**config.mk**
```make
export PLATFORM = sky130hd
export DESIGN_NAME = sled_shifter
export DESIGN_NICKNAME = d
export VERILOG_FILES = /design/src/rtl/sled_pkg.sv /design/src/rtl/sled_timing.sv /design/src/rtl/sled_regs.sv /design/src/rtl/sled_seq.sv /design/src/rtl/sled_shifter.sv
export SDC_FILE = /design/constraint.sdc
export NUM_CORES = 1
export LEC_CHECK = 0
export CAP_MARGIN = 10
export CORE_ASPECT_RATIO = 1.1
export CORE_MARGIN = 5
export CORE_UTILIZATION = 30
export DETAILED_ROUTE_END_ITERATION = 8
export PLACE_DENSITY = 0.57
export SYNTH_ARGS = -nofsm -noshare
export SYNTH_HDL_FRONTEND = slang
export SYNTH_HIERARCHICAL = 1
export SYNTH_SLANG_ARGS = --single-unit
```
**constraint.sdc**
```tcl
create_clock -name clk -period 4.2 [get_ports clk]
set_input_delay 0.63 -clock clk [delete_from_list [all_inputs] [get_ports clk]]
set_output_delay 0.63 -clock clk [all_outputs]
set_load 0.005 [all_outputs]
```
**src/rtl/sled_pkg.sv**
```systemverilog
package sled_pkg;
    typedef enum logic [1:0] {
        SL_IDLE  = 2'd0,
        SL_SHIFT = 2'd1,
        SL_LATCH = 2'd2
    } sled_state_e;

    localparam logic [1:0] ADDR_CTRL = 2'd0;
    localparam logic [1:0] ADDR_DIV  = 2'd1;
    localparam logic [1:0] ADDR_DLY  = 2'd2;
    localparam logic [1:0] ADDR_MODE = 2'd3;
endpackage

```
**src/rtl/sled_timing.sv**
```systemverilog
// Decodes the frame's divisor code into period and half-period counts and
// clamps the programmed data delay to the range [1, half].
module sled_timing #(
    parameter int DIV_BASE_LOG2 = 2,
    parameter int DIV_CODE_W    = 2,
    parameter int DLY_W         = 5,
    parameter int CNT_W         = 5
) (
    input  logic [DIV_CODE_W-1:0] div_code,
    input  logic [DLY_W-1:0]      dly_raw,
    output logic [CNT_W-1:0]      period_m1,
    output logic [CNT_W-1:0]      half,
    output logic [CNT_W-1:0]      dly_eff
);
    localparam int XW = (CNT_W > DLY_W) ? CNT_W : DLY_W;

    logic [XW-1:0] half_x;
    logic [XW-1:0] raw_x;

    always_comb begin
        half      = CNT_W'(1) << (DIV_BASE_LOG2 - 1 + int'(div_code));
        period_m1 = (half << 1) - CNT_W'(1);
        half_x    = XW'(half);
        raw_x     = XW'(dly_raw);
        if (raw_x == '0) begin
            dly_eff = CNT_W'(1);
        end else if (raw_x > half_x) begin
            dly_eff = half;
        end else begin
            dly_eff = CNT_W'(raw_x);
        end
    end
endmodule

```
**src/rtl/sled_regs.sv**
```systemverilog
// Software-visible registers: data word with start flag, divisor code,
// delay and mode bits.
module sled_regs
    import sled_pkg::*;
#(
    parameter int NBITS      = 17,
    parameter int DATA_W     = 32,
    parameter int DIV_CODE_W = 2,
    parameter int DLY_W      = 5
) (
    input  logic                  clk,
    input  logic                  rst_n,
    input  logic                  wr_en,
    input  logic [1:0]            wr_addr,
    input  logic [DATA_W-1:0]     wr_data,
    input  logic [1:0]            rd_addr,
    output logic [DATA_W-1:0]     rd_data,
    input  logic                  busy_i,
    output logic                  sw_start_o,
    output logic [NBITS-1:0]      sw_word_o,
    output logic [DIV_CODE_W-1:0] div_code_o,
    output logic [DLY_W-1:0]      dly_raw_o,
    output logic                  chip_alt_o,
    output logic                  follow_o
);
    localparam int FLAG = DATA_W - 1;

    typedef struct packed {
        logic [NBITS-1:0]      data;
        logic [DIV_CODE_W-1:0] div;
        logic [DLY_W-1:0]      dly;
        logic                  alt;
        logic                  follow;
    } regs_t;

    regs_t r_d, r_q;
    logic  unused_wr_bits;

    assign unused_wr_bits = ^wr_data[FLAG-1:NBITS];

    always_comb begin
        r_d        = r_q;
        sw_start_o = 1'b0;
        sw_word_o  = wr_data[NBITS-1:0];
        if (wr_en) begin
            case (wr_addr)
                ADDR_CTRL: begin
                    if (!busy_i) begin
                        r_d.data = wr_data[NBITS-1:0];
                        if (wr_data[FLAG] && !r_q.follow) begin
                            sw_start_o = 1'b1;
                        end
                    end
                end
                ADDR_DIV:  r_d.div = wr_data[DIV_CODE_W-1:0];
                ADDR_DLY:  r_d.dly = wr_data[DLY_W-1:0];
                default: begin
                    r_d.alt    = wr_data[0];
                    r_d.follow = wr_data[1];
                end
            endcase
        end
    end

    always_ff @(posedge clk or negedge rst_n) begin
        if (!rst_n) begin
            r_q.data   <= '0;
            r_q.div    <= '1;
            r_q.dly    <= DLY_W'(1);
            r_q.alt    <= 1'b0;
            r_q.follow <= 1'b0;
        end else begin
            r_q <= r_d;
        end
    end

    always_comb begin
        rd_data = '0;
        case (rd_addr)
            ADDR_CTRL: begin
                rd_data[NBITS-1:0] = r_q.data;
                rd_data[FLAG]      = busy_i;
            end
            ADDR_DIV:  rd_data[DIV_CODE_W-1:0] = r_q.div;
            ADDR_DLY:  rd_data[DLY_W-1:0]      = r_q.dly;
            default: begin
                rd_data[0] = r_q.alt;
                rd_data[1] = r_q.follow;
            end
        endcase
    end

    assign div_code_o = r_q.div;
    assign dly_raw_o  = r_q.dly;
    assign chip_alt_o = r_q.alt;
    assign follow_o   = r_q.follow;


    start_busy_chk: assert property (@(posedge clk) disable iff (!rst_n)
        (wr_en && wr_addr == ADDR_CTRL && wr_data[FLAG] && !busy_i && !r_q.follow)
        |=> busy_i);


    ignore_busy_wr_chk: assert property (@(posedge clk) disable iff (!rst_n)
        (wr_en && wr_addr == ADDR_CTRL && busy_i) |=> $stable(r_q.data));
endmodule

```
**src/rtl/sled_seq.sv**
```systemverilog
// Frame sequencer: shift phase counter, bit counter, serial line generation.
module sled_seq
    import sled_pkg::*;
#(
    parameter int NBITS      = 17,
    parameter int DIV_CODE_W = 2,
    parameter int DLY_W      = 5,
    parameter int CNT_W      = 5
) (
    input  logic                  clk,
    input  logic                  rst_n,
    input  logic                  sw_start_i,
    input  logic [NBITS-1:0]      sw_word_i,
    input  logic                  follow_i,
    input  logic [NBITS-1:0]      pwm_vec_i,
    input  logic [DIV_CODE_W-1:0] div_code_i,
    input  logic [DLY_W-1:0]      dly_raw_i,
    input  logic                  chip_alt_i,
    input  logic [CNT_W-1:0]      period_m1_i,
    input  logic [CNT_W-1:0]      half_i,
    input  logic [CNT_W-1:0]      dly_eff_i,
    output logic [DIV_CODE_W-1:0] frame_code_o,
    output logic [DLY_W-1:0]      frame_dly_o,
    output logic                  busy_o,
    output logic                  sdata_o,
    output logic                  sclk_o,
    output logic                  latch_o
);
    localparam int              BIT_W = $clog2(NBITS);
    localparam logic [BIT_W-1:0] LAST = BIT_W'(NBITS - 1);

    typedef struct packed {
        sled_state_e           st;
        logic [CNT_W-1:0]      cnt;
        logic [BIT_W-1:0]      bitidx;
        logic [NBITS-1:0]      shreg;
        logic [DIV_CODE_W-1:0] code;
        logic [DLY_W-1:0]      dly;
        logic                  alt;
        logic                  sdata;
        logic                  sclk;
        logic                  latch;
    } seq_t;

    seq_t s_d, s_q;

    always_comb begin
        s_d = s_q;
        case (s_q.st)
            SL_IDLE: begin
                // Track the registers while idle so a frame starts with them.
                s_d.code = div_code_i;
                s_d.dly  = dly_raw_i;
                s_d.alt  = chip_alt_i;
                if (follow_i || sw_start_i) begin
                    s_d.st     = SL_SHIFT;
                    s_d.cnt    = '0;
                    s_d.bitidx = '0;
                    s_d.shreg  = follow_i ? pwm_vec_i : sw_word_i;
                end
            end
            SL_SHIFT: begin
                if (s_q.cnt == period_m1_i) begin
                    s_d.cnt = '0;
                    if (s_q.bitidx == LAST) begin
                        s_d.st = s_q.alt ? SL_IDLE : SL_LATCH;
                    end else begin
                        s_d.bitidx = s_q.bitidx + BIT_W'(1);
                        s_d.shreg  = s_q.shreg << 1;
                    end
                end else begin
                    s_d.cnt = s_q.cnt + CNT_W'(1);
                end
            end
            default: begin
                if (s_q.cnt == period_m1_i) begin
                    s_d.st  = SL_IDLE;
                    s_d.cnt = '0;
                end else begin
                    s_d.cnt = s_q.cnt + CNT_W'(1);
                end
            end
        endcase

        s_d.sclk  = (s_d.st == SL_SHIFT) && (s_d.cnt >= half_i);
        s_d.latch = (s_d.st == SL_LATCH);
        if (s_d.st != SL_SHIFT) begin
            s_d.sdata = 1'b0;
        end else if (s_d.cnt == dly_eff_i - CNT_W'(1)) begin
            s_d.sdata = s_d.shreg[NBITS-1];
        end
    end

    always_ff @(posedge clk or negedge rst_n) begin
        if (!rst_n) begin
            s_q.st     <= SL_IDLE;
            s_q.cnt    <= '0;
            s_q.bitidx <= '0;
            s_q.shreg  <= '0;
            s_q.code   <= '1;
            s_q.dly    <= DLY_W'(1);
            s_q.alt    <= 1'b0;
            s_q.sdata  <= 1'b0;
            s_q.sclk   <= 1'b0;
            s_q.latch  <= 1'b0;
        end else begin
            s_q <= s_d;
        end
    end

    assign frame_code_o = s_q.code;
    assign frame_dly_o  = s_q.dly;
    assign busy_o       = (s_q.st != SL_IDLE);
    assign sdata_o      = s_q.sdata;
    assign sclk_o       = s_q.sclk;
    assign latch_o      = s_q.latch;


    latch_after_last_bit_chk: assert property (@(posedge clk) disable iff (!rst_n)
        $rose(s_q.latch) |-> ($past(s_q.st) == SL_SHIFT && $past(s_q.bitidx) == LAST));


    latch_quiet_chk: assert property (@(posedge clk) disable iff (!rst_n)
        s_q.latch |-> (!s_q.sclk && !s_q.sdata));


    data_edge_chk: assert property (@(posedge clk) disable iff (!rst_n)
        (!$stable(s_q.sdata) && s_q.st == SL_SHIFT && $past(s_q.st) == SL_SHIFT)
        |-> (s_q.cnt == dly_eff_i - CNT_W'(1)));


    sclk_fall_chk: assert property (@(posedge clk) disable iff (!rst_n)
        $fell(s_q.sclk) |-> (s_q.cnt == '0));
endmodule

```
**src/rtl/sled_shifter.sv**
```systemverilog
module sled_shifter #(
    parameter int NBITS         = 17,
    parameter int DATA_W        = 32,
    parameter int DIV_BASE_LOG2 = 2,
    parameter int DIV_CODE_W    = 2,
    parameter int DLY_W         = 5
) (
    input  logic              clk,
    input  logic              rst_n,
    input  logic              wr_en,
    input  logic [1:0]        wr_addr,
    input  logic [DATA_W-1:0] wr_data,
    input  logic [1:0]        rd_addr,
    output logic [DATA_W-1:0] rd_data,
    input  logic [NBITS-1:0]  pwm_vec,
    output logic              sled_data_o,
    output logic              sled_clk_o,
    output logic              sled_latch_o
);
    localparam int CNT_W = DIV_BASE_LOG2 + (1 << DIV_CODE_W) - 1;

    logic                  busy;
    logic                  sw_start;
    logic [NBITS-1:0]      sw_word;
    logic [DIV_CODE_W-1:0] div_code;
    logic [DLY_W-1:0]      dly_raw;
    logic                  chip_alt;
    logic                  follow;
    logic [DIV_CODE_W-1:0] frame_code;
    logic [DLY_W-1:0]      frame_dly;
    logic [CNT_W-1:0]      period_m1;
    logic [CNT_W-1:0]      half;
    logic [CNT_W-1:0]      dly_eff;

    sled_regs #(
        .NBITS(NBITS), .DATA_W(DATA_W), .DIV_CODE_W(DIV_CODE_W), .DLY_W(DLY_W)
    ) u_regs (
        .clk(clk), .rst_n(rst_n),
        .wr_en(wr_en), .wr_addr(wr_addr), .wr_data(wr_data),
        .rd_addr(rd_addr), .rd_data(rd_data),
        .busy_i(busy),
        .sw_start_o(sw_start), .sw_word_o(sw_word),
        .div_code_o(div_code), .dly_raw_o(dly_raw),
        .chip_alt_o(chip_alt), .follow_o(follow)
    );

    sled_timing #(
        .DIV_BASE_LOG2(DIV_BASE_LOG2), .DIV_CODE_W(DIV_CODE_W),
        .DLY_W(DLY_W), .CNT_W(CNT_W)
    ) u_timing (
        .div_code(frame_code), .dly_raw(frame_dly),
        .period_m1(period_m1), .half(half), .dly_eff(dly_eff)
    );

    sled_seq #(
        .NBITS(NBITS), .DIV_CODE_W(DIV_CODE_W), .DLY_W(DLY_W), .CNT_W(CNT_W)
    ) u_seq (
        .clk(clk), .rst_n(rst_n),
        .sw_start_i(sw_start), .sw_word_i(sw_word),
        .follow_i(follow), .pwm_vec_i(pwm_vec),
        .div_code_i(div_code), .dly_raw_i(dly_raw), .chip_alt_i(chip_alt),
        .period_m1_i(period_m1), .half_i(half), .dly_eff_i(dly_eff),
        .frame_code_o(frame_code), .frame_dly_o(frame_dly),
        .busy_o(busy),
        .sdata_o(sled_data_o), .sclk_o(sled_clk_o), .latch_o(sled_latch_o)
    );
endmodule

```
==> results.md <==
- Final hold violation count: 0
- Buffers added on ports: 62
- Top cell type's share of synthesized area: 0.360
- Cell accounting for the most synthesized area: dfrtp_1
- TritonCTS clock tree: yes
- Post-cts hold buffer count: 0
- Min-delay worst type: primary input to asynchronous set/reset pin
- WP data arrival: 3.70 ns
- Cells taking the most area after synthesis: dfrtp_1 36%, buf_4 8.8%, mux2_2 8.1%
- Worst-path fanout max: 16
- EDFF count, synth: 0
- Setup TNS: 0 ns
- Antenna Nets Post-Route: 0
- Row cnt: 45
- Vias: slightly below 3k
- Cts bufs inserted: 9
- Detailed placement HPWL: 6.81 mm
- Share of layout cells above drive strength 1: 0.154
- CP Launch Type: flip-flop
- Antenna Cells: 0
- Full die area: around 16,000 µm²
- Root Buffer Master: clkbuf_16
- # DRC: 0
- Fill count: around 1.4k
- Max-slew violations: 0
- Critical path class: flip-flop to flip-flop
- Minimum clock period after layout: ~3.5 ns
- Clock sinks: 66
- Peak supply drop: 0.255 mV
- Clk pin slew, worst setup/hold paths: ~0.050 ns
- Register area share after synthesis: 0.397
- #FFs+latches synth: 66
- Fin Clk Skew: between 0.005 and 0.006 ns
- Die X: 122 µm
- # Max-Cap Violations: 0
- Cell total after placement: around 630
- Clock Latency Late Sink: 0.33 ns
- Top-count cell post-synth: dfrtp_1
- CP required: about 4.4 ns
- Layout Cells excl Fill: 643
- # IOs: just over 90
- Final worst slack: 0.717 ns
- Die H: between 100 and 150 µm
- GR Overflow Total: 0
- First-pass GRT wire length: 15.3 mm
- Layout area overhead: 19.2%
- WL final: 9.09 mm
- WL/cell: 14.1 µm
- Worst Tran Pin Value: 0.977 ns
- F_max: around 290 MHz
- Post-synth cell types: 56
- # nets final: 520
- P_leak: 0.00219 µW
- Average size of a mapped cell: ~9.9 µm²
- Resized Gates After CTS: 0
- Main synth FF type: dfrtp_1
- Async SR Flop Fraction: 1.00
- Drt first-iter violations: 172
- Pin count of the biggest net entering global routing: 43
- CTS max path bufs: 2
- Worst Setup End Kind: flip-flop
- Outcome: finished, final reports clean
- Place WS: 0.693 ns
- Part of the cycle the worst path needs: 0.829
- Unrepaired setup endpoints after global routing: false
- Post-synthesis cell area: 4180 µm²
- Pwr Density: 693 nW/µm²
- Detailed Routing Iterations Pass 1: 4
- All-Layer GR Usage: 0.117
- Gate Count Post-Synth: 420
- Final core occ: 0.362
- Core Box Area: roughly 14,000 µm²
- Commonest cells in the synthesized netlist: 60 x dfrtp_1, 49 x buf_4, 42 x nand2_1
- Post-CTS setup buffer count: 0
- Total Power: between 3000 and 4000 µW
- Rel. slew slack: 0.349
- Antenna violations before repair: 0
- Final setup vio count: 0
- Vias in the first global route: 3,114
- Initial Util: 0.304
- RD Place Congestion: 0.808
- YS warnings: 6
- Drt via density: 4.62
- CTS H-tree lvls: 3
## worst max-delay path, cell delays in order, from the launching register on
cell and delay (ns):
dfrtp_1 0.50, nor2_4 0.37, inv_2 0.24, nor4b_4 0.40, and3b_2 0.32, nor2_1 0.08
and3_1 0.22, or2_2 0.33, ha_1 0.29, a21oi_1 0.12, nor2b_1 0.05, o21ai_0 0.15
nand2b_1 0.08, a21oi_1 0.16, nor2b_1 0.06
## flip-flops by register name (all words and copies together) (netlist names)
signal	count
u_seq/s_q	30
u_seq/sclk_o	1
u_regs/dly_raw_o	5
u_regs/follow_o	1
u_regs/r_q	17
u_seq/frame_dly_o	5
u_regs/chip_alt_o	1
u_seq/latch_o	1
u_seq/sdata_o	1
u_seq/frame_code_o	2
u_regs/div_code_o	2
## final timing paths
path / from / endpoint / slack (ns) / cells after the start
max: u_seq/s_q[38] / u_seq/sclk_o / 0.72 / 14
min: rst_n / u_regs/r_q[22] / 0.45 / 1
max reg2reg: u_seq/s_q[38] / u_seq/sclk_o / 0.72 / 14
min reg2reg: u_regs/div_code_o[1] / u_seq/frame_code_o[1] / 0.46 / 2
max in group asynchronous: rst_n / u_seq/s_q[31] / 2.86 / 2
min in group clk: u_regs/div_code_o[1] / u_seq/frame_code_o[1] / 0.46 / 2
## power by group
group | internal [µW] | total [µW] | switching [µW]
clock network | 491 | 753 | 262
registers | 898 | 1100 | 200
logic | 789 | 1600 | 809
## logic make-up (layout without fill, tap and decap cells)
logic type,count (synthesis),after routing,share of synthesized area
fa+ha+maj,14,14,0.0420
buf+inv,79,99,0.120
other cells,3,18,0.00270
compound gates,53,53,0.0992
flops,66,66,0.397
mux,52,52,0.140
simple gates,142,142,0.177
xor+xnor,11,11,0.0231
## layout by cell type (no fill, tap or decap), drive strengths merged, types with 2 or more instances in the layout
cell,instances
a211oi,4
a21oi,4
a221o,15
a31oi,2
and2,15
and3,5
buf,5
clkbuf,14
clkdlybuf4s50,61
conb,18
dfrtp,60
dfstp,6
ha,14
inv,17
mux2,30
mux2i,20
mux4,2
nand2,43
nand2b,4
nand3,9
nand3b,2
nand4,5
nor2,40
nor2b,4
nor3,3
nor3b,2
o2111ai,2
o211ai,2
o21ai,15
o22ai,2
or2,3
xnor2,9
xor2,2
## per-stage QoR
step | hold slack (ns) | instance area (µm²)
CTS | 0.464 | 4980
global route | 0.492 | 4980
floorplan | 0.334 | 4230
finish | 0.453 | 4980
global placement | 0.453 | 4680
detailed placement | 0.454 | 4680
## final cells by class
cell class	instances	area (µm²)	area share
repair buffers	66	646	0.130
clock buffers	14	264	0.0531
well taps	188	235	0.0473
multi-input cells	290	2070	0.417
flip-flops and latches	66	1660	0.333
clock inverters	2	35.0	0.00704
inverters	17	63.8	0.0128
## per-layer routing
metal / global-route usage / wire [µm] / up-vias
met5: 0 / 0 / -
met4: 0.0404 / 148 / 0
met3: 0.0357 / 566 / 12
met2: 0.193 / 4300 / 81
met1: 0.144 / 4070 / 1418
li1: - / - / 1458
(Power assumes the default switching activity.)
